File: config.mk
export PLATFORM = sky130hd
export DESIGN_NAME = cascade_irq_ctrl
export DESIGN_NICKNAME = d
export VERILOG_FILES = /design/src/rtl/cirq_pkg.sv /design/src/rtl/cirq_cause_word.sv /design/src/rtl/cirq_msb_find.sv /design/src/rtl/cirq_mask_bank.sv /design/src/rtl/cascade_irq_ctrl.sv
export SDC_FILE = /design/constraint.sdc
export NUM_CORES = 1
export LEC_CHECK = 0
export ABC_AREA = 1
export BUFFER_PORTS_ARGS = -buffer_cell sky130_fd_sc_hd__buf_2
export CAP_MARGIN = 20
export CORE_MARGIN = 4
export CORE_UTILIZATION = 35
export CTS_CLUSTER_SIZE = 16
export DETAILED_ROUTE_END_ITERATION = 10
export PLACE_DENSITY = 0.54
export SETUP_SLACK_MARGIN = 0.15
export SYNTH_ARGS = -nofsm -noshare
export SYNTH_HDL_FRONTEND = slang
export SYNTH_SLANG_ARGS = --single-unit
File: constraint.sdc
create_clock -name clk -period 2.3 [get_ports clk]
set_input_delay 0.46 -clock clk [delete_from_list [all_inputs] [get_ports clk]]
set_output_delay 0.46 -clock clk [all_outputs]
set_load 0.05 [all_outputs]
File: src/rtl/cirq_pkg.sv
package cirq_pkg;
   typedef enum logic [2:0] {
      RA_CAUSE_LO  = 3'd0,
      RA_CAUSE_HI  = 3'd1,
      RA_CAUSE_GPP = 3'd2,
      RA_MASK0_LO  = 3'd3,
      RA_MASK0_HI  = 3'd4,
      RA_MASK_GPP  = 3'd5,
      RA_MASK1_LO  = 3'd6,
      RA_IRQ_CMD   = 3'd7
   } reg_addr_e;

   localparam int unsigned ADDR_W     = 3;
   localparam int unsigned CMD_EN_BIT = 7;
   localparam int unsigned CMD_NUM_W  = 7;
endpackage

File: src/rtl/cirq_cause_word.sv
module cirq_cause_word #(
   parameter int unsigned         W         = 32,
   parameter logic [W-1:0]        KEEP_MASK = {W{1'b1}}
) (
   input  logic         clk,
   input  logic         rst_n,
   input  logic [W-1:0] src,
   input  logic         wr_en,
   input  logic [W-1:0] wr_data,
   input  logic [W-1:0] ack_clr,
   output logic [W-1:0] q
);
   logic         clearing;
   logic [W-1:0] keep_vec;
   logic [W-1:0] q_next;

   always_comb begin
      clearing = wr_en | (|ack_clr);
      keep_vec = (wr_en ? wr_data : {W{1'b1}}) & ~ack_clr;
      if (clearing)
         q_next = q & keep_vec;
      else
         q_next = q | src;
   end

   always_ff @(posedge clk or negedge rst_n) begin
      if (!rst_n)
         q <= '0;
      else
         q <= q_next & KEEP_MASK;
   end
endmodule

File: src/rtl/cirq_msb_find.sv
module cirq_msb_find #(
   parameter int unsigned W     = 32,
   parameter int unsigned IDX_W = $clog2(W)
) (
   input  logic [W-1:0]     vec,
   output logic             any,
   output logic [IDX_W-1:0] idx
);
   always_comb begin
      any = |vec;
      idx = '0;
      for (int i = 0; i < W; i++) begin
         if (vec[i])
            idx = IDX_W'(i);
      end
   end
endmodule

File: src/rtl/cirq_mask_bank.sv
module cirq_mask_bank
   import cirq_pkg::*;
#(
   parameter int unsigned  W            = 32,
   parameter int unsigned  DOORBELL_BIT = 28,
   parameter logic [W-1:0] M0HI_RESET   = '0
) (
   input  logic              clk,
   input  logic              rst_n,
   input  logic              wr_en,
   input  logic [ADDR_W-1:0] addr,
   input  logic [W-1:0]      wdata,
   output logic [W-1:0]      m0_lo,
   output logic [W-1:0]      m0_hi,
   output logic [W-1:0]      m_gpp,
   output logic              m1_db
);
   localparam int unsigned BIT_W = $clog2(W);

   logic [W-1:0]     lo_n, hi_n, gpp_n;
   logic             db_n;
   int unsigned      cmd_num;
   int unsigned      cmd_word;
   logic [BIT_W-1:0] cmd_bit;
   logic             cmd_en;

   always_comb begin
      lo_n     = m0_lo;
      hi_n     = m0_hi;
      gpp_n    = m_gpp;
      db_n     = m1_db;
      cmd_num  = 32'(wdata[CMD_NUM_W-1:0]);
      cmd_word = cmd_num / W;
      cmd_bit  = BIT_W'(cmd_num % W);
      cmd_en   = wdata[CMD_EN_BIT];
      if (wr_en) begin
         case (reg_addr_e'(addr))
            RA_MASK0_LO: lo_n  = wdata;
            RA_MASK0_HI: hi_n  = wdata;
            RA_MASK_GPP: gpp_n = wdata;
            RA_MASK1_LO: db_n  = wdata[DOORBELL_BIT];
            RA_IRQ_CMD: begin
               if (cmd_num == DOORBELL_BIT)
                  db_n = cmd_en;
               else if (cmd_word == 0)
                  lo_n[cmd_bit] = cmd_en;
               else if (cmd_word == 1)
                  hi_n[cmd_bit] = cmd_en;
               else if (cmd_word == 2)
                  gpp_n[cmd_bit] = cmd_en;
            end
            default: ;
         endcase
      end
   end

   always_ff @(posedge clk or negedge rst_n) begin
      if (!rst_n) begin
         m0_lo <= '0;
         m0_hi <= M0HI_RESET;
         m_gpp <= '0;
         m1_db <= 1'b0;
      end else begin
         m0_lo <= lo_n;
         m0_hi <= hi_n;
         m_gpp <= gpp_n;
         m1_db <= db_n;
      end
   end
endmodule

File: src/rtl/cascade_irq_ctrl.sv
module cascade_irq_ctrl
   import cirq_pkg::*;
#(
   parameter int unsigned       WORD_W       = 32,
   parameter int unsigned       GPP_GROUPS   = 4,
   parameter int unsigned       CASCADE_LSB  = 24,
   parameter int unsigned       DOORBELL_BIT = 28,
   parameter int unsigned       ID_W         = 8,
   parameter logic [WORD_W-1:0] LO_VALID     = 32'h3dff_fffe,
   parameter logic [WORD_W-1:0] HI_VALID     = 32'h1f00_03f7,
   parameter logic [ID_W-1:0]   BOGUS_ID     = 8'hFE
) (
   input  logic              clk,
   input  logic              rst_n,
   input  logic [WORD_W-1:0] src_lo,
   input  logic [WORD_W-1:0] src_hi,
   input  logic [WORD_W-1:0] src_gpp,
   input  logic              bus_wr,
   input  logic [ADDR_W-1:0] bus_addr,
   input  logic [WORD_W-1:0] bus_wdata,
   output logic [WORD_W-1:0] bus_rdata,
   input  logic              id_req,
   output logic              id_valid,
   output logic [ID_W-1:0]   id_num,
   output logic              cpu0_irq,
   output logic              cpu1_irq
);
   localparam int unsigned       IDX_W    = $clog2(WORD_W);
   localparam int unsigned       GRP_W    = WORD_W / GPP_GROUPS;
   localparam logic [WORD_W-1:0] GRP_ONES = WORD_W'((64'd1 << GPP_GROUPS) - 64'd1);
   localparam logic [WORD_W-1:0] SUM_BITS = GRP_ONES << CASCADE_LSB;
   localparam logic [IDX_W-1:0]  CAS_LO   = IDX_W'(CASCADE_LSB);
   localparam logic [IDX_W-1:0]  CAS_HI   = IDX_W'(CASCADE_LSB + GPP_GROUPS - 1);
   localparam logic [ID_W-1:0]   HI_BASE  = ID_W'(WORD_W);
   localparam logic [ID_W-1:0]   GPP_BASE = ID_W'(2 * WORD_W);

   // elaboration-time parameter checks
   if (WORD_W % GPP_GROUPS != 0)
      $error("WORD_W must split evenly into GPP_GROUPS");
   if (CASCADE_LSB + GPP_GROUPS > WORD_W)
      $error("summary window exceeds the high word");
   if (DOORBELL_BIT >= WORD_W)
      $error("doorbell bit outside the low word");
   if (WORD_W <= CMD_EN_BIT)
      $error("word too narrow for the command format");
   if (3 * WORD_W > (1 << CMD_NUM_W))
      $error("command number field too narrow");
   if (int'(BOGUS_ID) < 3 * WORD_W)
      $error("bogus code collides with a valid number");

   // cause words
   logic [WORD_W-1:0] lo_q, hi_q, gpp_q;
   logic [WORD_W-1:0] ack_vec;
   logic              wr_lo, wr_hi, wr_gpp;

   assign wr_lo  = bus_wr && (bus_addr == RA_CAUSE_LO);
   assign wr_hi  = bus_wr && (bus_addr == RA_CAUSE_HI);
   assign wr_gpp = bus_wr && (bus_addr == RA_CAUSE_GPP);

   cirq_cause_word #(.W(WORD_W)) u_cause_lo (
      .clk(clk), .rst_n(rst_n), .src(src_lo), .wr_en(wr_lo),
      .wr_data(bus_wdata), .ack_clr('0), .q(lo_q));

   cirq_cause_word #(.W(WORD_W), .KEEP_MASK(~SUM_BITS)) u_cause_hi (
      .clk(clk), .rst_n(rst_n), .src(src_hi), .wr_en(wr_hi),
      .wr_data(bus_wdata), .ack_clr('0), .q(hi_q));

   cirq_cause_word #(.W(WORD_W)) u_cause_gpp (
      .clk(clk), .rst_n(rst_n), .src(src_gpp), .wr_en(wr_gpp),
      .wr_data(bus_wdata), .ack_clr(ack_vec), .q(gpp_q));

   // masks and command register
   logic [WORD_W-1:0] m0_lo, m0_hi, m_gpp;
   logic              m1_db;

   cirq_mask_bank #(.W(WORD_W), .DOORBELL_BIT(DOORBELL_BIT), .M0HI_RESET(SUM_BITS)) u_masks (
      .clk(clk), .rst_n(rst_n), .wr_en(bus_wr), .addr(bus_addr), .wdata(bus_wdata),
      .m0_lo(m0_lo), .m0_hi(m0_hi), .m_gpp(m_gpp), .m1_db(m1_db));

   // cascade: pin groups fold into summary bits
   logic [WORD_W-1:0]     gpp_masked;
   logic [GPP_GROUPS-1:0] gpp_sum;
   logic [WORD_W-1:0]     hi_eff;

   assign gpp_masked = gpp_q & m_gpp;

   for (genvar g = 0; g < GPP_GROUPS; g++) begin : g_summary
      assign gpp_sum[g] = |gpp_masked[g*GRP_W +: GRP_W];
   end

   always_comb begin
      hi_eff = hi_q;
      hi_eff[CASCADE_LSB +: GPP_GROUPS] = gpp_sum;
   end

   // filtered, masked words and priority search
   logic [WORD_W-1:0] lo_sel, hi_sel;
   logic              lo_any, hi_any, gpp_any;
   logic [IDX_W-1:0]  lo_idx, hi_idx, gpp_idx;

   assign lo_sel = lo_q & LO_VALID & m0_lo;
   assign hi_sel = hi_eff & HI_VALID & m0_hi;

   cirq_msb_find #(.W(WORD_W)) u_find_lo  (.vec(lo_sel),     .any(lo_any),  .idx(lo_idx));
   cirq_msb_find #(.W(WORD_W)) u_find_hi  (.vec(hi_sel),     .any(hi_any),  .idx(hi_idx));
   cirq_msb_find #(.W(WORD_W)) u_find_gpp (.vec(gpp_masked), .any(gpp_any), .idx(gpp_idx));

   logic [ID_W-1:0] win_num;
   logic            gpp_hit;

   always_comb begin
      gpp_hit = 1'b0;
      win_num = BOGUS_ID;
      if (lo_any) begin
         win_num = ID_W'(lo_idx);
      end else if (hi_any) begin
         if (hi_idx >= CAS_LO && hi_idx <= CAS_HI && gpp_any) begin
            gpp_hit = 1'b1;
            win_num = GPP_BASE + ID_W'(gpp_idx);
         end else begin
            win_num = HI_BASE + ID_W'(hi_idx);
         end
      end
   end

   always_comb begin
      ack_vec = '0;
      if (id_req && gpp_hit)
         ack_vec[gpp_idx] = 1'b1;
   end

   always_ff @(posedge clk or negedge rst_n) begin
      if (!rst_n) begin
         id_valid <= 1'b0;
         id_num   <= BOGUS_ID;
      end else begin
         id_valid <= id_req;
         if (id_req)
            id_num <= win_num;
      end
   end

   // processor lines
   assign cpu0_irq = lo_any | hi_any;
   assign cpu1_irq = lo_q[DOORBELL_BIT] & m1_db;

   // read path
   always_comb begin
      bus_rdata = '0;
      case (reg_addr_e'(bus_addr))
         RA_CAUSE_LO:  bus_rdata = lo_q;
         RA_CAUSE_HI:  bus_rdata = hi_eff;
         RA_CAUSE_GPP: bus_rdata = gpp_q;
         RA_MASK0_LO:  bus_rdata = m0_lo;
         RA_MASK0_HI:  bus_rdata = m0_hi;
         RA_MASK_GPP:  bus_rdata = m_gpp;
         RA_MASK1_LO:  bus_rdata[DOORBELL_BIT] = m1_db;
         default:      bus_rdata = '0;
      endcase
   end
endmodule

==> results of run 1 <==
## Yosys cell counts, types with 7 or more instances
master     number
a31oi_1        24
nand4_1        23
nor3_1         14
o211ai_1        7
a22oi_1        34
o21ai_0       192
o221ai_1        8
inv_2          10
nand2_1       363
inv_1         133
a22o_1          9
a221oi_1       19
o2111ai_1      11
nor2_1        235
dfstp_2        11
clkbuf_1       43
dfrtp_1       187
o31ai_1        11
nand3_1        63
a21oi_1       104
## power breakdown
part	internal, mW	total, mW	switching [mW]
clock	1.53	3.07	1.54
combinational	2.23	5.07	2.84
sequential	3.98	4.33	0.351
## kinds of logic (layout without fill, tap and decap cells)
family                 Yosys count  in the layout  synth area share [%]
buffers and inverters          202            744                  6.97
and+or+nand+nor                713            714                  25.8
muxes                            1              1                 0.101
AOI/OAI and AO/OA              431            431                  22.7
DFF                            198            198                  44.4
## worst paths after layout
check                               endpoint             start  slack [ns]
max                        u_cause_gpp.q[18]  u_cause_gpp.q[3]       -0.51
min                         u_cause_lo.q[15]        src_lo[15]        0.21
max reg2reg                u_cause_gpp.q[18]  u_cause_gpp.q[3]       -0.51
min reg2reg                        id_num[7]         id_num[7]        0.49
max in group asynchronous          id_num[6]             rst_n        1.04
min in group asynchronous    u_cause_hi.q[5]             rst_n        0.55
## flip-flops by register name (all words and copies together) (netlist names)
| signal | flops |
|---|---|
| u_cause_gpp.q | 32 |
| u_masks.m_gpp | 32 |
| u_cause_hi.q | 28 |
| id_valid | 1 |
| u_cause_lo.q | 32 |
| id_num | 8 |
| u_masks.m0_lo | 32 |
| u_masks.m0_hi | 32 |
| u_masks.m1_db | 1 |
## metal layers
metal / vias up / part of all wire (%) / GRT usage, %
met5: - / 0 / 0
met2: 572 / 47 / 46.1
met4: 0 / 3.9 / 10.6
li1: 6315 / - / -
met3: 108 / 7.2 / 5.48
met1: 6478 / 42 / 38.2
## cells in the final DEF (no fill, tap or decap), types with 7 or more instances in the layout
master / n
buf_4: 304
nand2_1: 298
nor2_1: 220
dfrtp_1: 187
o21ai_0: 180
buf_2: 136
inv_1: 121
a21oi_1: 97
buf_6: 75
nand2_2: 50
nand3_1: 33
buf_12: 31
a22oi_1: 28
nand3_2: 28
nand4_1: 23
a31oi_1: 23
clkbuf_16: 18
nand2_4: 17
a221oi_2: 15
inv_2: 14
buf_8: 14
nor2_4: 13
dfstp_2: 11
nor3_1: 10
o31ai_1: 10
a22o_1: 9
o21ai_2: 9
o2111ai_4: 9
o211ai_1: 7
## stage by stage
step / setup TNS, ns / instances / hold slack [ns] / utilization (%) / worst slack, ns
final: -16.28 / 2490 / 0.209 / 57.1 / -0.510
after global routing: -25.58 / 2490 / 0.203 / 57.1 / -0.732
after CTS: -14.75 / 2459 / 0.194 / 54.7 / -0.493
after detailed placement: -14.06 / 2379 / 0.477 / 48.2 / -0.368
after global placement: -12.93 / 2379 / 0.473 / 48.2 / -0.388
after floorplan: -0.702 / 1545 / 0.164 / - / -0.179
## what timing repair did
item                                    in CTS  in global routing
gates cloned                                 5                  0
hold buffers                                 1                  0
endpoints found under the hold margin       27                  0
endpoints found under the setup margin      72                 77
setup buffers                               43                 31
resized for setup                          269                121
pin swaps                                   52                 58
## worst max-delay path, cell delays in order, from the launching register on
cell,delay (ns)
dfrtp_1,0.38
nand2_2,0.07
buf_4,0.13
buf_6,0.11
nand2_4,0.05
a211oi_2,0.04
and2_4,0.16
nor2_4,0.09
inv_2,0.06
buf_4,0.13
buf_6,0.11
buf_6,0.10
buf_6,0.11
a21oi_4,0.12
inv_2,0.07
nor2_2,0.13
buf_4,0.12
nand3_1,0.14
nor2_1,0.18
buf_4,0.17
nand4_1,0.10
nand3_1,0.09
nand2_1,0.06
## layout make-up
class / instances / area [sq um] / area share [%]
Clock inverter: 14 / 139 / 0.771
Inverter: 146 / 576 / 3.19
Multi-Input combinational cell: 1146 / 6630 / 36.8
Tap cell: 402 / 503 / 2.79
Timing Repair Buffer: 566 / 4770 / 26.5
Clock buffer: 18 / 429 / 2.38
Sequential cell: 198 / 4970 / 27.6
==> metrics.yaml, run 1 <==
status: "complete, but fails checks"
violations: "setup timing"
wl_per_cell_um: 20.8
finalWorstSetupSlack_ns: -0.510
fmax_mhz: 356
start_util_pct: 35.4
grt-ovfl-total: 0
antenna_left: 0
finalWirelength_mm: 51.7
track_usage_pct: 28.5
die-area_sq_um: 34900
worst_pin_slew_ns: 0.517
final_area_sq_um: 18000
p_leak_nw: 8.47
area_growth_pct: 61.1
synth_area_leaders: "dfrtp_1 (42%), nand2_1 (12%), o21ai_0 (8.6%), nor2_1 (7.9%), a21oi_1 (4.7%)"
fin_nets: 2210
yosysUniqueCellTypes: 44
n_antenna_cell: 0
syn-cell-area_sq_um: 11200
rows: 65
dr.pass1.iters: 8
pin_count: 178
clock_path_buffers: 2
cts_tree: "built"
final_hold_viol_count: 0
clock_latency_ns: 0.46
portBuffers: 173
drive_gt1_share_pct: 39.6
cts-root-buf: "clkbuf_16"
crit_type: "register to register"
grt_pass1_vias: 13048
hold_path_class: "input pin to register"
rsz0062_at_grt: "yes"
synth_edf_count: 0
cts.sink_count: 198
startpoint_type: "register"
power.density_nw_per_um2: 692
critPathCaptureType: "register"
vdd_ir_drop_max_mv: 0.675
cts_buffers: 17
via_per_inst: 5.41
cp.arrival_ns: 3.16
slew_headroom_pct: 65.5
synthFlopType: "dfrtp_1"
setup_viol: 46
fp.dieW_um: 187
max_cap_violations: 0
finalPower_mw: 12.5
die_h_um: 187
first_iter_violations: 1016
coreArea_sq_um: 31600
gp_congestion: 0.978
reg2reg_depth: 22
syn-num-nets: 1680
synth_top_area_share_pct: 41.8
synth_seq_cells: 198
yosysTopAreaCell: "dfrtp_1"
antenna_found_initial: 0
clock_skew_ns: 0.0133
synthesis.instances: 1545
finalCriticalPeriod_ns: 2.81
fin_crit_sh_pct: 122
ys_seq_area_share_pct: 44.4
drc_errors: 0
clk_pin_slew_ns: 0.08
syn_area_per_cell_sq_um: 7.24
async_flop_share_pct: 100
dp_hpwl_mm: 37.6
final_max_slew_viol_count: 0
cp_max_fo: 4
grt_max_degree: 49
grt_pass1_wl_mm: 76.5
nFillCells: 2950
hold_depth: 3
vias: 13473
htreeDepth: 4
crit_required_ns: 2.65
placedInstanceArea_sq_um: 15200
ys.warnings.count: 0
Power figures use the tool's default switching activity.
==> inputs of run 2 (changes only) <==
--- a/config.mk
+++ b/config.mk
@@ -5,7 +5,6 @@
 export SDC_FILE = /design/constraint.sdc
 export NUM_CORES = 1
 export LEC_CHECK = 0
-export ABC_AREA = 1
 export BUFFER_PORTS_ARGS = -buffer_cell sky130_fd_sc_hd__buf_2
 export CAP_MARGIN = 20
 export CORE_MARGIN = 4
==> metrics.yaml, run 2 <==
status: "complete, but fails checks"
violations: "setup timing"
htreeDepth: 4  # unchanged
cts_buffers: 17  # unchanged
synth_most_common_cell: "dfrtp_1"
dp_hpwl_mm: 38.7  # +2.9%
final_area_sq_um: 17700  # -1.6%
grt-ovfl-total: 0  # unchanged
fin_crit_sh_pct: 118  # -3.9 points
worstHoldStart: "src_hi[9]"
synth_area_leaders: "dfrtp_1 (41%), mux2_2 (7.4%), a22oi_1 (6.7%), nand2_1 (5.7%), nor2_1 (4.9%)"
r2r_end: "u_cause_gpp.q[13]"
fin_nets: 1872  # -15%
cts.sink_count: 198  # unchanged
r2r-start: "u_cause_gpp.q[14]"
ys_seq_area_share_pct: 43.4  # -1.1 points
final_hold_viol_count: 0  # unchanged
grt_pass1_wl_mm: 78.4  # +2.5%
worst_pin_slew_ns: 0.535  # +0.0176 ns
clock_path_buffers: 2  # unchanged
cts_tree: "built"
coreArea_sq_um: 32000  # +1.3%
rows: 65  # unchanged
mostFrequentLayoutCells: "buf_4 (285), dfrtp_1 (187), nand2_1 (167)"
cp_top_family: "compound AO/OA/AOI/OAI gates"
final_common_cell: "buf_4"
start_util_pct: 35.9  # +0.41 points
nFillCells: 2855  # -3.2%
place_inst: 2093  # -12%
async_flop_share_pct: 100  # unchanged
portBuffers: 173  # unchanged
synthFlopType: "dfrtp_1"
clock_latency_ns: 0.46  # about the same
antenna_found_initial: 1  # +1
synth_top_area_share_pct: 40.8  # -1.0 points
syn_area_per_cell_sq_um: 9.04  # +25%
synth_seq_cells: 198  # unchanged
placedInstanceArea_sq_um: 15900  # +4.2%
wl_per_cell_um: 24.2  # +16%
startpoint_type: "register"
max_cap_violations: 0  # unchanged
antenna_left: 0  # unchanged
grt_pass1_vias: 12419  # -4.8%
drc_errors: 0  # unchanged
reg2reg_setup_slack_ns: -0.26  # +0.25 ns
stdcell_count: 2184  # -12%
syn-num-nets: 1402  # -17%
clk_pin_slew_ns: 0.08  # about the same
crit_required_ns: 1.84  # -0.81 ns
ys.warnings.count: 0  # unchanged
finalWirelength_mm: 52.8  # +2.2%
synth_edf_count: 0  # unchanged
area_growth_pct: 54.8
cp_slowest_cell: "dfrtp_1"
rsz0062_at_grt: "yes"
critPathMaxStageDelay_ns: 0.39  # about the same
cp.arrival_ns: 2.26  # -0.90 ns
cts-root-buf: "clkbuf_16"
fin_util_pct: 55.5  # -1.6 points
finalWorstSetupSlack_ns: -0.421  # +0.0887 ns
yosysTopAreaCell: "dfrtp_1"
crit_type: "register to output port"
n_antenna_cell: 0  # unchanged
cp_max_fo: 2  # -2
yosysUniqueCellTypes: 70  # +59%
finalSetupTns_ns: -7.38  # +8.90 ns
die_h_um: 189  # +1.2%
dr.pass1.iters: 5  # -3
reg2reg_depth: 13  # -41%
grt_max_degree: 52  # +6.1%
via_per_inst: 5.76  # +6.4%
vias: 12571  # -6.7%
finalCriticalPeriod_ns: 2.72  # -0.0887 ns
power.density_nw_per_um2: 727  # +5.0%
pin_count: 178  # unchanged
finalPower_mw: 12.9  # +3.4%
slew_headroom_pct: 64.4  # -1.2 points
setup_viol: 38  # -17%
crit_chain: "a22oi_2 -> nand4_1 -> a22o_1 -> a221oi_4 -> and3_4 -> nand2_4 -> buf_6"
hold_depth: 3  # unchanged
die-area_sq_um: 35700  # +2.4%
syn-cell-area_sq_um: 11500  # +2.5%
min_to: "u_cause_hi.q[9]"
gp_congestion: 0.956  # -2.2%
hold_path_class: "input pin to register"
first_iter_violations: 1158  # +14%
fmax_mhz: 367  # +3.3%
vdd_ir_drop_max_mv: 0.636  # -5.8%
clock_skew_ns: 0.0131  # -0.000181 ns
final_max_slew_viol_count: 0  # unchanged
synthesis.instances: 1267  # -18%
fin_hold_ws_ns: 0.228  # +0.0188 ns
track_usage_pct: 29.0  # +0.45 points
drive_gt1_share_pct: 47.3  # +7.7 points
fp.dieW_um: 189  # +1.2%
critPathCaptureType: "output port"
netlist_top_cells_count: "dfrtp_1 (187), nand2_1 (173), nor2_1 (150)"
pre_cts_slack_ns: -0.246  # +0.121 ns
p_leak_nw: 7.56  # -11%
cp_num_buf_inv: 1  # -9
run 2: how the worst max path moves through the flow:
stage | cells past startpoint | endpoint | start
finish | 7 | cpu0_irq | u_cause_gpp.q[14]
global route | 7 | cpu0_irq | u_cause_gpp.q[4]
CTS | 7 | cpu0_irq | u_masks.m_gpp[14]
detailed placement | 9 | u_cause_gpp.q[23] | u_cause_gpp.q[28]
global placement | 9 | u_cause_gpp.q[27] | u_cause_lo.q[28]
floorplan | 6 | cpu0_irq | u_cause_gpp.q[12]
run 2: area by class of cell:
class | instances | area (sq um) | area share, %
timing repair buffer | 526 | 4400 | 24.8
clock inverter | 10 | 100 | 0.564
tap | 435 | 544 | 3.07
sequential | 198 | 4970 | 28.0
inverter | 23 | 86.3 | 0.487
multi-input combinational | 971 | 7180 | 40.5
clock buffer | 21 | 460 | 2.60
run 2: logic make-up (layout without fill, tap and decap cells):
group	Yosys count	in the layout	synth area share (%)
multiplexers	82	82	7.98
flip-flops	198	198	43.4
AO/OA/AOI/OAI	442	442	27.6
AND/OR/NAND/NOR	447	447	17.6
buffers and inverters	98	580	3.42
run 2: power by group:
| part | total (mW) | internal [mW] | switching, mW |
|---|---|---|---|
| clock network | 3.01 | 1.55 | 1.46 |
| logic | 5.41 | 2.55 | 2.87 |
| registers | 4.47 | 4.03 | 0.443 |
run 2: timing repair:
item                                    4_1_cts  5_1_grt
resized for setup                           138       62
pin swaps                                    60       32
hold endpoints to repair                     37        0
cloned                                        3        2
buffers inserted                             36       18
hold buffers                                  1        0
endpoints found under the setup margin       68       67
run 2: metal layers:
layer	global-route usage, %	wire length, um	vias up
li1	-	-	5677
met3	4.81	4160	100
met4	10.0	1810	2
met5	0	13	-
met1	41.1	23100	6204
met2	45.0	23700	588
run 2: tightest hold or removal path: stages:
cell	delay (ns)
buf_2	0.08
a21oi_1	0.05
nor2_1	0.07
